--- src/rtl/thread_cut_pkg.sv ---
package thread_cut_pkg;

  // Strobes passed from the decision logic to the datapath each cycle.
  typedef struct packed {
    logic restart;  // flush: begin a fresh thread at the flush PC
    logic hold;     // stall: freeze everything
    logic accept;   // an instruction is taken into the current thread
    logic cut;      // accepted instruction opens a new thread
  } cut_strobe_t;

endpackage

--- src/rtl/thread_cut_ctrl.sv ---
module thread_cut_ctrl
  import thread_cut_pkg::*;
#(
  parameter int LEN_W        = 8,
  parameter int DEF_SKIP     = 16,
  parameter int DEF_MAX      = 64,
  parameter int DEF_INTERVAL = 16
) (
  input  logic             clk,
  input  logic             rst_n,
  input  logic             cfgWe,
  input  logic [LEN_W-1:0] cfgSkip,
  input  logic [LEN_W-1:0] cfgMaxLen,
  input  logic [LEN_W-1:0] cfgInterval,
  input  logic             cfgMemMode,
  input  logic             instValid,
  input  logic             instIsLoad,
  input  logic             instIsStore,
  input  logic             stall,
  input  logic             flush,
  input  logic [LEN_W-1:0] curLen,
  output cut_strobe_t      strobe
);

  localparam logic [LEN_W-1:0] ONE       = LEN_W'(1);
  localparam logic [LEN_W-1:0] RST_SKIP  = LEN_W'(DEF_SKIP);
  localparam logic [LEN_W-1:0] RST_MAX   = LEN_W'(DEF_MAX);
  localparam logic [LEN_W-1:0] RST_INTVL = LEN_W'(DEF_INTERVAL);

  logic [LEN_W-1:0] skipQ, maxQ, intervalQ;
  logic             memModeQ;

  // Configuration registers; new values apply from the next cycle.
  always_ff @(posedge clk) begin
    if (!rst_n) begin
      skipQ     <= RST_SKIP;
      maxQ      <= RST_MAX;
      intervalQ <= RST_INTVL;
      memModeQ  <= 1'b1;
    end else if (cfgWe) begin
      skipQ     <= cfgSkip;
      maxQ      <= cfgMaxLen;
      intervalQ <= cfgInterval;
      memModeQ  <= cfgMemMode;
    end
  end

  logic [LEN_W-1:0] skipEff, maxEff, intervalEff;
  logic             isMem, memHit, limitHit, accept;

  always_comb begin
    skipEff     = (skipQ == '0) ? ONE : skipQ;
    maxEff      = (maxQ < skipEff) ? skipEff : maxQ;
    intervalEff = (intervalQ == '0) ? ONE : intervalQ;
    isMem       = instIsLoad | instIsStore;
    accept      = instValid & ~stall & ~flush;
    memHit      = memModeQ & isMem & (curLen >= skipEff);
    limitHit    = memModeQ ? (curLen >= maxEff) : (curLen >= intervalEff);
  end

  always_comb begin
    strobe.restart = flush;
    strobe.hold    = stall & ~flush;
    strobe.accept  = accept;
    strobe.cut     = accept & (memHit | limitHit);
  end

endmodule

--- src/rtl/thread_cut_dp.sv ---
module thread_cut_dp
  import thread_cut_pkg::*;
#(
  parameter int PC_W  = 32,
  parameter int LEN_W = 8
) (
  input  logic             clk,
  input  logic             rst_n,
  input  cut_strobe_t      strobe,
  input  logic [PC_W-1:0]  instPc,
  input  logic [PC_W-1:0]  flushPc,
  output logic [LEN_W-1:0] curLen,
  output logic             cutPulse,
  output logic [PC_W-1:0]  cutStartPc,
  output logic [LEN_W-1:0] cutLength
);

  localparam logic [LEN_W-1:0] ONE = LEN_W'(1);

  always_ff @(posedge clk) begin
    if (!rst_n) begin
      curLen     <= '0;
      cutPulse   <= 1'b0;
      cutStartPc <= '0;
      cutLength  <= '0;
    end else if (strobe.restart) begin
      curLen     <= '0;
      cutPulse   <= 1'b1;
      cutStartPc <= flushPc;
      cutLength  <= '0;
    end else if (strobe.hold) begin
      cutPulse   <= 1'b0;
    end else if (strobe.cut) begin
      curLen     <= ONE;
      cutPulse   <= 1'b1;
      cutStartPc <= instPc;
      cutLength  <= curLen;
    end else begin
      cutPulse   <= 1'b0;
      if (strobe.accept) curLen <= curLen + ONE;
    end
  end

endmodule

--- src/rtl/thread_cut_unit.sv ---
module thread_cut_unit
  import thread_cut_pkg::*;
#(
  parameter int PC_W         = 32,
  parameter int LEN_W        = 8,
  parameter int DEF_SKIP     = 16,
  parameter int DEF_MAX      = 64,
  parameter int DEF_INTERVAL = 16
) (
  input  logic             clk,
  input  logic             rst_n,
  input  logic             cfgWe,
  input  logic [LEN_W-1:0] cfgSkip,
  input  logic [LEN_W-1:0] cfgMaxLen,
  input  logic [LEN_W-1:0] cfgInterval,
  input  logic             cfgMemMode,
  input  logic             instValid,
  input  logic [PC_W-1:0]  instPc,
  input  logic             instIsLoad,
  input  logic             instIsStore,
  input  logic             stall,
  input  logic             flush,
  input  logic [PC_W-1:0]  flushPc,
  output logic             cutPulse,
  output logic [PC_W-1:0]  cutStartPc,
  output logic [LEN_W-1:0] cutLength
);

  cut_strobe_t      strobe;
  logic [LEN_W-1:0] curLen;

  thread_cut_ctrl #(
    .LEN_W(LEN_W), .DEF_SKIP(DEF_SKIP), .DEF_MAX(DEF_MAX), .DEF_INTERVAL(DEF_INTERVAL)
  ) u_ctrl (
    .clk(clk), .rst_n(rst_n),
    .cfgWe(cfgWe), .cfgSkip(cfgSkip), .cfgMaxLen(cfgMaxLen),
    .cfgInterval(cfgInterval), .cfgMemMode(cfgMemMode),
    .instValid(instValid), .instIsLoad(instIsLoad), .instIsStore(instIsStore),
    .stall(stall), .flush(flush), .curLen(curLen), .strobe(strobe)
  );

  thread_cut_dp #(.PC_W(PC_W), .LEN_W(LEN_W)) u_dp (
    .clk(clk), .rst_n(rst_n), .strobe(strobe),
    .instPc(instPc), .flushPc(flushPc), .curLen(curLen),
    .cutPulse(cutPulse), .cutStartPc(cutStartPc), .cutLength(cutLength)
  );

endmodule

--- config.mk ---
export PLATFORM = sky130hd
export DESIGN_NAME = thread_cut_unit
export DESIGN_NICKNAME = d
export VERILOG_FILES = /design/src/rtl/thread_cut_pkg.sv /design/src/rtl/thread_cut_ctrl.sv /design/src/rtl/thread_cut_dp.sv /design/src/rtl/thread_cut_unit.sv
export SDC_FILE = /design/constraint.sdc
export NUM_CORES = 1
export LEC_CHECK = 0
export ABC_AREA = 1
export ABC_CLOCK_PERIOD_IN_PS = 2830
export BUFFER_PORTS_ARGS = -buffer_cell sky130_fd_sc_hd__buf_2
export CAP_MARGIN = 15
export CORE_UTILIZATION = 46
export CTS_CLUSTER_SIZE = 16
export DETAILED_ROUTE_END_ITERATION = 12
export HOLD_SLACK_MARGIN = 0.15
export PLACE_DENSITY = 0.87
export SLEW_MARGIN = 20
export SYNTH_ARGS = -nofsm -noshare
export SYNTH_HDL_FRONTEND = slang
export SYNTH_SLANG_ARGS = --single-unit
export TNS_END_PERCENT = 50
--- constraint.sdc ---
create_clock -name clk -period 2.83 [get_ports clk]
set_clock_uncertainty 0.2 [all_clocks]
set_input_delay 0.4245 -clock clk [delete_from_list [all_inputs] [get_ports clk]]
set_output_delay 0.4245 -clock clk [all_outputs]
set_load 0.01 [all_outputs]
After elaboration in Yosys (flattened, before gate mapping)
Cells that the tools add are included.

cells by class
  bitwise logic cells = 12
  equal/unequal tests = 1
  muxes and demuxes = 12
  multipliers = 0
  divide/modulo/power cells = 0
  $add $sub $neg = 1
  $lt $le $gt $ge = 4
  reduce and logical (&&, ||, !) cells = 8
  shifts and indexed selects = 0

operators with widths
  cell                                           number
  two-way mux 32 bit                             3
  two-way mux 8 bit                              5
  greater-or-equal comparator 8 bit              3
  zero test 8 bit                                2
  adder 8 x 1 -> 8 bit (second input constant)   1
  less-than comparator 8 bit                     1
  AND 1 bit                                      6
  AND reduction 2 bit                            3
  two-way mux 1 bit                              4
  NOT 1 bit                                      4
  nonzero test 2 bit                             2
  inequality test 2 bit (second input constant)  1
  OR 1 bit                                       2
  OR reduction 2 bit                             1

word-level totals
  input port bits = 97
  output and inout bits = 41
  logic and storage cells = 46
  flip-flop bits (word level) = 74
  memory bits (writable) = 0
  bits in latches = 0
  memories kept = 0
  ROM bits = 0

Depth between registers and ports, before layout
Gate-level depths: netlist (run 1).

  depth after elaboration = 11
  depth in mapped cells = 24
  depth with buffers taken out = 23

Modules after synthesis
From an unflattened synthesis (run 1), not the netlist that was laid out.

second synthesis, totals
  cells, all modules = 492
  area total of the unflattened synthesis = 3,883.7 um^2

modules (own cells, without submodules)
  module           area each (um^2)  times used  cells an instance  seq. area each (um^2)
  thread_cut_dp    2,078.2           1           236                980.9
  thread_cut_ctrl  1,805.5           1           256                500.5

Worst setup path before layout (run 1)
Ideal clock, no wire load.

  path type = reg2reg
  from = reg u_ctrl.skipQ[5]
  to = reg u_dp.cutStartPc[21]
  path buffers = 1
  clock period less this slack = 3,044 ps
  path slack = -214 ps
  library setup time = 114 ps
  cell stages (with the launch flop) = 21
  arrival = 2,730 ps
  required time = 2,516 ps
  cell sequence = dfxtp_1 -> inv_1 -> ha_1 -> a21oi_1 -> nor2_1 -> a211oi_2 -> nand2_2 -> nand2_1 -> nand2_1 -> ha_1 -> nand2_1 -> inv_2 -> nand3_1 -> nand3_1 -> a21oi_2 -> nand2_4 -> nand3_4 -> nand2_4 -> buf_4 -> nand3_1 -> nand2_1

between the ends
  word-level cells in the longest chain between the ends = 10
  elaborated cells on any way between the ends = 12
  those cells by class = 3 x order compare; 3 x mux; 3 x bitwise; 3 x reduce/logical

RTL lines
  item                               RTL line               text
  start: declaration                 thread_cut_ctrl.sv:30  logic [LEN_W-1:0] skipQ, maxQ, intervalQ;
  start signal: assignment           thread_cut_ctrl.sv:41  skipQ <= cfgSkip;
  zero test 8 bit                    thread_cut_ctrl.sv:52  skipEff = (skipQ == '0) ? ONE : skipQ;
  two-way mux 8 bit (*)              thread_cut_ctrl.sv:52
  less-than comparator 8 bit         thread_cut_ctrl.sv:53  maxEff = (maxQ < skipEff) ? skipEff : maxQ;
  two-way mux 8 bit                  thread_cut_ctrl.sv:53
  greater-or-equal comparator 8 bit  thread_cut_ctrl.sv:58  limitHit = memModeQ ? (curLen >= maxEff) : (curLen >= intervalEff);
  two-way mux 1 bit                  thread_cut_ctrl.sv:58
  OR 1 bit (*)                       thread_cut_ctrl.sv:65  strobe.cut = accept & (memHit | limitHit);
  AND 1 bit (*)                      thread_cut_ctrl.sv:65
  nonzero test 2 bit (no line) (*)   n/a
  AND reduction 2 bit (no line) (*)  n/a
  end signal: assignment             thread_cut_dp.sv:29    cutStartPc <= flushPc;
  end signal: assignment             thread_cut_dp.sv:36    cutStartPc <= instPc;
  end: declaration                   thread_cut_dp.sv:14    output logic [PC_W-1:0] cutStartPc,

Every way passes the cells marked *; elsewhere a longest branch is shown, timed or not.
A chain may end at the register's enable or synchronous reset.

Final worst setup path (run 1)
  from = reg u_ctrl.skipQ[5]
  to = reg u_dp.cutStartPc[1]

Same word-level chain as after synthesis.

==> impl_results.md, run 1 <==
- Status: complete, but fails checks
- Xor-xnor portion of the synthesized cell area: 0.00628
- NetSw: 0.000811 W
- Crit path launch type: flop
- Final Util: 0.646
- WS Path Type: reg -> reg
- Peak VDD IR: approximately 0.25 mV
- Max Fclk: roughly 0.32 GHz
- Distinct cells, synth: 36
- Seq pwr share: 0.439
- Layout area overhead: 35.3%
- CP Cell Sequence: inv_2, ha_4, a21oi_2, nor2_2, a211oi_4, buf_6, nand3_2, nand2_2, ha_1, nand2_1, o21bai_1, nand2_1, a21oi_2, nand2_4, nand3_4, buf_4, clkbuf_16, nand4_1, nand2_1
- Clock edge transition at the registers on the reported setup and hold paths: 0.09 ns
- Slowest cell on crit path: dfxtp_2
- Share of total power in the clock network: 0.317
- Arr. time, crit path: 3.24 ns
- Die Ht: 97.4 um
- Buffers on Ports: 137
- Share of post-route cells with drive strength above 1: 0.336
- Cts bufs inserted: 9
- Register area share after synthesis: 0.354
- First-pass GRT wire length: 19400 um
- RSZ-0062 raised after global routing: true
- Setup Viol. Count Final: 49
- Vias in the first global route: 4363
- Post-layout minimum cycle time: 3.13 ns
- Setup slack after layout: -0.304 ns
- Synth area leaders: dfxtp_1 (35%), nand2_1 (17%), ha_1 (9.6%), nand4_1 (6.6%), nand3_1 (6.2%)
- Routability cong.: 0.850
- Final hold viol count: 0
- Net Sw Frac: 0.314
- Top post-synthesis cells by count: nand2_1 (195), dfxtp_1 (74), nand3_1 (52)
- Syn avg cell area: 7.04 um^2
- Pwr Density: 456 mW/mm^2
- HP Class: in -> reg
- Core box area: 0.00876 mm^2
- Violated checks: negative setup slack
- Worst slack, placed: -0.204 ns
- Post-route ant nets: 0
- Leakage: 2.97 nW
- CP dominant cell by count: nand2_1
- I/O pin total: 138
- Final nets: 872
- CTS sink count: between 70 and 80
- Synthesized area: 0.00418 mm^2
- Simple-gate share of the synthesized area: 0.347
- Post-synth EDFFs: 0
- Antenna violations before repair: 0
- Starting Density: 0.477
- Vias: 4705
- CTS tree: done
- Area fraction of the dominant cell type after synthesis: 0.354
- CP peak stage delay: 0.34 ns
- Synthesis warning total: 0
- Most common cell in the netlist: nand2_1
- Max-Cap Viols: 0
- Int Power: around 0.0018 W
- Placed Area: 0.00502 mm^2
- Ys async rst share: 0
- Max_slew headroom: 0.475
- Antenna Cells: 0
- Gate count of the mapped netlist: between 500 and 600
- Root Driver: clkbuf_8
- FILL cells: 715
- DR iter-0 viols: approximately 220
- Clk_lat worst skew: 0.36 ns
- Post-synthesis compound-gate area fraction: 0.106
- Crit-path max FO: 11
- Max-slew violation count: 0
- Setup TNS: -11.41 ns
- Actual slew at the worst max-slew pin: between 0.7 and 0.8 ns
- Core Rows: 34
- Die outline width: between 90 and 100 um
- Mux cell area share after synthesis: 0
- Drt pass-1 iters: 5
- Routed WL: ~12000 um
- Largest net degree at the start of global routing: 56
- DRC violations left: 0
- Routed vias/inst: 5.50
- Synthesized-area fraction occupied by adder cells: 0.0957
- Fin area: 0.00566 mm^2
- GRT Util Overall: 0.248
- CP Data Required Time: 2.93 ns
- Comb power frac: 0.244
- Main combinational cell family by area after synthesis: simple AND/OR/NAND/NOR gates
- DP Wirelength: around 8300 um
- Post-synth top area cell: dfxtp_1
- Seq cells post-synth: between 70 and 80
- Crit share post-route: 1.11
- Die area: approximately 0.0095 mm^2
- Ys flop type: dfxtp_1
- Longest Clk Path Bufs: 2
- WL/cell: 14.6 um
- Nets in the synthesized netlist: 723
- Leftover overflow at the end of global routing: 0
- Kind of end point of the critical path: flop
- CTS H-tree depth: 3
## power groups by stage
stage | Clock (W) | Sequential, W | Combinational, W
after floorplan | 0 | 0.00116 | 0.000331
after global placement | 0 | 0.00115 | 0.000507
after detailed placement | 0 | 0.00115 | 0.000535
after CTS | 0.000837 | 0.00113 | 0.000559
after global routing | 0.000874 | 0.00114 | 0.000696
final | 0.000818 | 0.00113 | 0.000629
## worst max-delay path, delay by kind of cell, from the launching register on
kind,cells,cell delay [ns]
and+or+nand+nor,9,0.87
AOI/OAI and AO/OA,4,0.70
buffers and inverters,4,0.54
adders and majority gates,2,0.43
DFF,1,0.34
## through the flow
step,hold slack (ns),std cells,total power [W]
after detailed placement,0.248,822,0.00169
after floorplan,0.248,594,0.00149
after CTS,0.152,844,0.00253
final,0.159,855,0.00258
after global placement,0.252,822,0.00166
after global routing,0.173,855,0.00271
## path summary, 6_finish.rpt
path                                   startpoint                  to  slack, ns  cells after the start
worst max-delay path              u_ctrl.skipQ[5]  u_dp.cutStartPc[1]      -0.30                     19
worst min-delay path                   cfgSkip[6]     u_ctrl.skipQ[6]       0.16                      3
worst max register to register    u_ctrl.skipQ[5]  u_dp.cutStartPc[1]      -0.30                     19
worst min register to register  u_dp.cutLength[7]   u_dp.cutLength[7]       0.27                      2
## layout make-up
cell class | count | area (um^2) | share of cell area
Clock buffer | 9 | 124 | 0.0219
Tap cell | 108 | 135 | 0.0239
Clock inverter | 6 | 67.6 | 0.0119
Timing Repair Buffer | 170 | 1040 | 0.185
Sequential cell | 74 | 1490 | 0.263
Inverter | 48 | 180 | 0.0318
Multi-Input combinational cell | 440 | 2620 | 0.463
## kinds of logic after synthesis
| family | Yosys count |
|---|---|
| AO/OA/AOI/OAI | 76 |
| buffers and inverters | 84 |
| AND/OR/NAND/NOR | 325 |
| adder cells (fa/ha/maj) | 32 |
| flip-flops | 74 |
| XOR/XNOR | 3 |
## cells in the final DEF, fill, tap and decap left out, types with 2 or more instances in the layout
master,netlist,routed
nor2_1,24,22
clkinvlp_4,0,2
ha_4,0,7
ha_1,32,24
a21oi_2,3,8
nand2_2,3,9
inv_1,42,40
xor2_1,2,2
clkbuf_8,0,9
a31o_2,2,2
nor2_2,0,2
nand3_1,52,38
buf_12,1,4
nand2_4,3,4
nand3_2,0,14
nand4_1,44,44
nand2_1,195,188
dfxtp_2,0,6
o21bai_1,2,2
dfxtp_1,74,68
a21oi_1,37,32
clkbuf_16,0,2
o21ai_0,25,25
dlygate4sd3_1,0,6
nand2_8,0,4
buf_4,4,18
inv_2,5,8
buf_6,2,3
buf_2,9,137
## registers in the layout, indices dropped and copies added (netlist names)
register          count
u_ctrl.skipQ          8
u_ctrl.memModeQ       1
u_dp.cutPulse         1
u_dp.curLen           8
u_ctrl.intervalQ      8
u_dp.cutStartPc      32
u_dp.cutLength        8
u_ctrl.maxQ           8
## layer usage
metal / vias up / share of wire / GRT usage
li1: 2284 / - / -
met1: 2170 / 0.39 / 0.287
met2: 206 / 0.51 / 0.425
met3: 45 / 0.064 / 0.0604
met4: 0 / 0.035 / 0.120
met5: - / 0 / 0
## what timing repair did
action | in CTS | in global routing
hold buffers | 6 | 0
hold endpoints to repair | 6 | 0
cloned | 1 | 5
buffers inserted | 0 | 6
pin swaps | 2 | 17
gates resized for setup | 9 | 41
endpoints found under the setup margin | 47 | 49
No activity file was read; power rests on OpenSTA's default activity.
==> run 2: changes to the inputs <==
--- a/config.mk
+++ b/config.mk
@@ -18,4 +18,4 @@
 export SYNTH_ARGS = -nofsm -noshare
 export SYNTH_HDL_FRONTEND = slang
 export SYNTH_SLANG_ARGS = --single-unit
-export TNS_END_PERCENT = 50
+export TNS_END_PERCENT = 100
==> impl_results.md, run 2 (synthesized netlist as in run 1, its figures left out) <==
- Crit path launch type: flop
- Critical path destination: u_dp.cutStartPc[0]
- Final hold viol count: 0 (unchanged)
- Post-layout minimum cycle time: 3.13 ns (-0.00811 ns)
- Buffers on Ports: 137 (unchanged)
- Drt pass-1 iters: 5 (unchanged)
- Reg2reg path depth: 19 (unchanged)
- WL/cell: 14.3 um (-1.5%)
- Core Rows: 34 (unchanged)
- Reg2Reg Setup Slack: -0.30 ns (about the same)
- Fin cells: 847 (-0.94%)
- Starting Density: 0.477 (unchanged)
- Post-route ant nets: 0 (unchanged)
- Crit share post-route: 1.10 (-0.00287)
- CTS tree: done
- WS Path Type: reg -> reg
- Leftover overflow at the end of global routing: 0 (unchanged)
- Arr. time, crit path: 3.19 ns (-0.05 ns)
- Largest register FFs: 32 (unchanged)
- HP Class: in -> reg
- DP Wirelength: 8340 um (unchanged)
- Actual slew at the worst max-slew pin: 0.795 ns (+0.00824 ns)
- Worst r2r src: u_ctrl.skipQ[5]
- Vias in the first global route: 4365 (+0.046%)
- Routability cong.: 0.850 (unchanged)
- Status: complete, but fails checks
- Vias: 4641 (-1.4%)
- Worst Setup SP: u_ctrl.skipQ[5]
- First-pass GRT wire length: 19500 um (+0.75%)
- Seq. cell area: 0.00149 mm^2 (unchanged)
- CP Data Required Time: 2.89 ns (-0.04 ns)
- Antenna Cells: 0 (unchanged)
- Longest Clk Path Bufs: 2 (unchanged)
- Violated checks: negative setup slack
- CTS H-tree depth: 3 (unchanged)
- Setup Viol. Count Final: 49 (unchanged)
- Cts bufs inserted: 9 (unchanged)
- Multi-input gate area: 0.00261 mm^2 (-0.48%)
- DRC violations left: 0 (unchanged)
- Reg with most FFs: u_dp.cutStartPc
- Max-slew violation count: 0 (unchanged)
- Commonest non-fill, non-tap cell in the layout: nand2_1
- Inst Count DP: 822 (unchanged)
- FILL cells: 726 (+1.5%)
- Routed WL: 12100 um (-2.4%)
- Setup slack after layout: -0.296 ns (+0.00811 ns)
- Die Ht: 97.4 um (unchanged)
- Leakage: 2.90 nW (-2.2%)
- Placed Area: 0.00502 mm^2 (unchanged)
- CTS sink count: 74 (unchanged)
- Max-Cap Viols: 0 (unchanged)
- Core box area: 0.00876 mm^2 (unchanged)
- Layout area overhead: 32.6%
- Fin area: 0.00555 mm^2 (-2.0%)
- Largest net degree at the start of global routing: 56 (unchanged)
- Crit-path max FO: 8 (-3)
- Worst R2R End: u_dp.cutStartPc[0]
- Share of post-route cells with drive strength above 1: 0.336 (-0.000422)
- Max_slew headroom: 0.470 (-0.00550)
- Pwr Density: 463 mW/mm^2 (+1.7%)
- Max Fclk: 0.320 GHz (+0.26%)
- Clk_lat worst skew: 0.36 ns (about the same)
- I/O pin total: 138 (unchanged)
- Die outline width: 97.4 um (unchanged)
- Routed vias/inst: 5.48 (-0.43%)
- Most frequent cells in the layout: nand2_1 (188), buf_2 (137), dfxtp_1 (68)
- RSZ-0062 raised after global routing: true
- Clock edge transition at the registers on the reported setup and hold paths: 0.09 ns (about the same)
- Root Driver: clkbuf_8
- Peak VDD IR: 0.229 mV (-8.5%)
- Die area: 0.00948 mm^2 (unchanged)
- DR iter-0 viols: 208 (-6.3%)
- Final nets: 864 (-0.92%)
- GRT Util Overall: 0.250 (+0.00245)
- Kind of end point of the critical path: flop
- Antenna violations before repair: 0 (unchanged)
## run 2: critical path, cell delays in order, from the launching register on
cell and delay [ns]:
dfxtp_2 0.34, inv_2 0.05, ha_4 0.21, a21oi_2 0.13, nor2_2 0.06, a211oi_4 0.25, buf_6 0.20, nand3_2 0.11
nand2_2 0.09, ha_1 0.22, nand2_1 0.10, o21bai_1 0.15, nand2_1 0.11, a21oi_2 0.18, nand2_4 0.08, nand3_4 0.14
buf_12 0.15, nand2_8 0.09, nand3_2 0.11, nand2_1 0.06
## run 2: how the worst min path moves through the flow
stage | startpoint | to | slack (ns) | cells past startpoint
finish | cfgSkip[6] | u_ctrl.skipQ[6] | 0.16 | 3
global placement | u_dp.cutLength[7] | u_dp.cutLength[7] | 0.25 | 2
CTS | cfgMaxLen[7] | u_ctrl.maxQ[7] | 0.15 | 3
global route | cfgInterval[3] | u_ctrl.intervalQ[3] | 0.17 | 3
detailed placement | u_dp.cutLength[2] | u_dp.cutLength[2] | 0.25 | 2
floorplan | u_ctrl.maxQ[0] | u_ctrl.maxQ[0] | 0.25 | 2
## run 2: per-stage QoR
stage          setup WS, ns   util  hold WS (ns)  setup TNS [ns]  power [W]
2_1_floorplan       -0.0138      -         0.248          -0.275    0.00149
6_report             -0.296  0.633         0.160          -11.22    0.00257
5_1_grt              -0.439  0.633         0.172          -18.72    0.00270
4_1_cts              -0.115  0.614         0.152           -3.36    0.00253
3_3_place_gp        -0.0585  0.573         0.252           -1.55    0.00166
3_5_place_dp         -0.204  0.573         0.248           -6.51    0.00169
## run 2: timing repair
| action | in CTS | in global routing |
|---|---|---|
| gates cloned | 2 | 0 |
| hold buffers | 6 | 0 |
| buffers inserted | 1 | 1 |
| gates resized for setup | 11 | 37 |
| endpoints found under the hold margin | 6 | 0 |
| endpoints found under the setup margin | 47 | 49 |
| pin swaps | 2 | 9 |
## run 2: layout make-up
class | count | area share
Multi-Input combinational cell | 438 | 0.470
Sequential cell | 74 | 0.268
Timing Repair Buffer | 164 | 0.170
Inverter | 48 | 0.0325
Tap cell | 108 | 0.0244
Clock buffer | 9 | 0.0223
Clock inverter | 6 | 0.0122
## run 2: power by group
| part | internal [W] | switching [W] | leakage, nW | total [W] |
|---|---|---|---|---|
| Combinational | 0.000257 | 0.000362 | 2.20 | 0.000619 |
| Sequential | 0.00110 | 0.0000330 | 0.610 | 0.00113 |
| Clock | 0.000405 | 0.000415 | 0.0917 | 0.000820 |
| Total | 0.00176 | 0.000810 | 2.90 | 0.00257 |
## run 2: layer usage
layer / track usage / up-vias / wire length, um
met4: 0.117 / 0 / 409
li1: - / 2259 / -
met1: 0.291 / 2145 / 4790
met5: 0 / - / 0
met2: 0.431 / 196 / 6160
met3: 0.0612 / 41 / 795
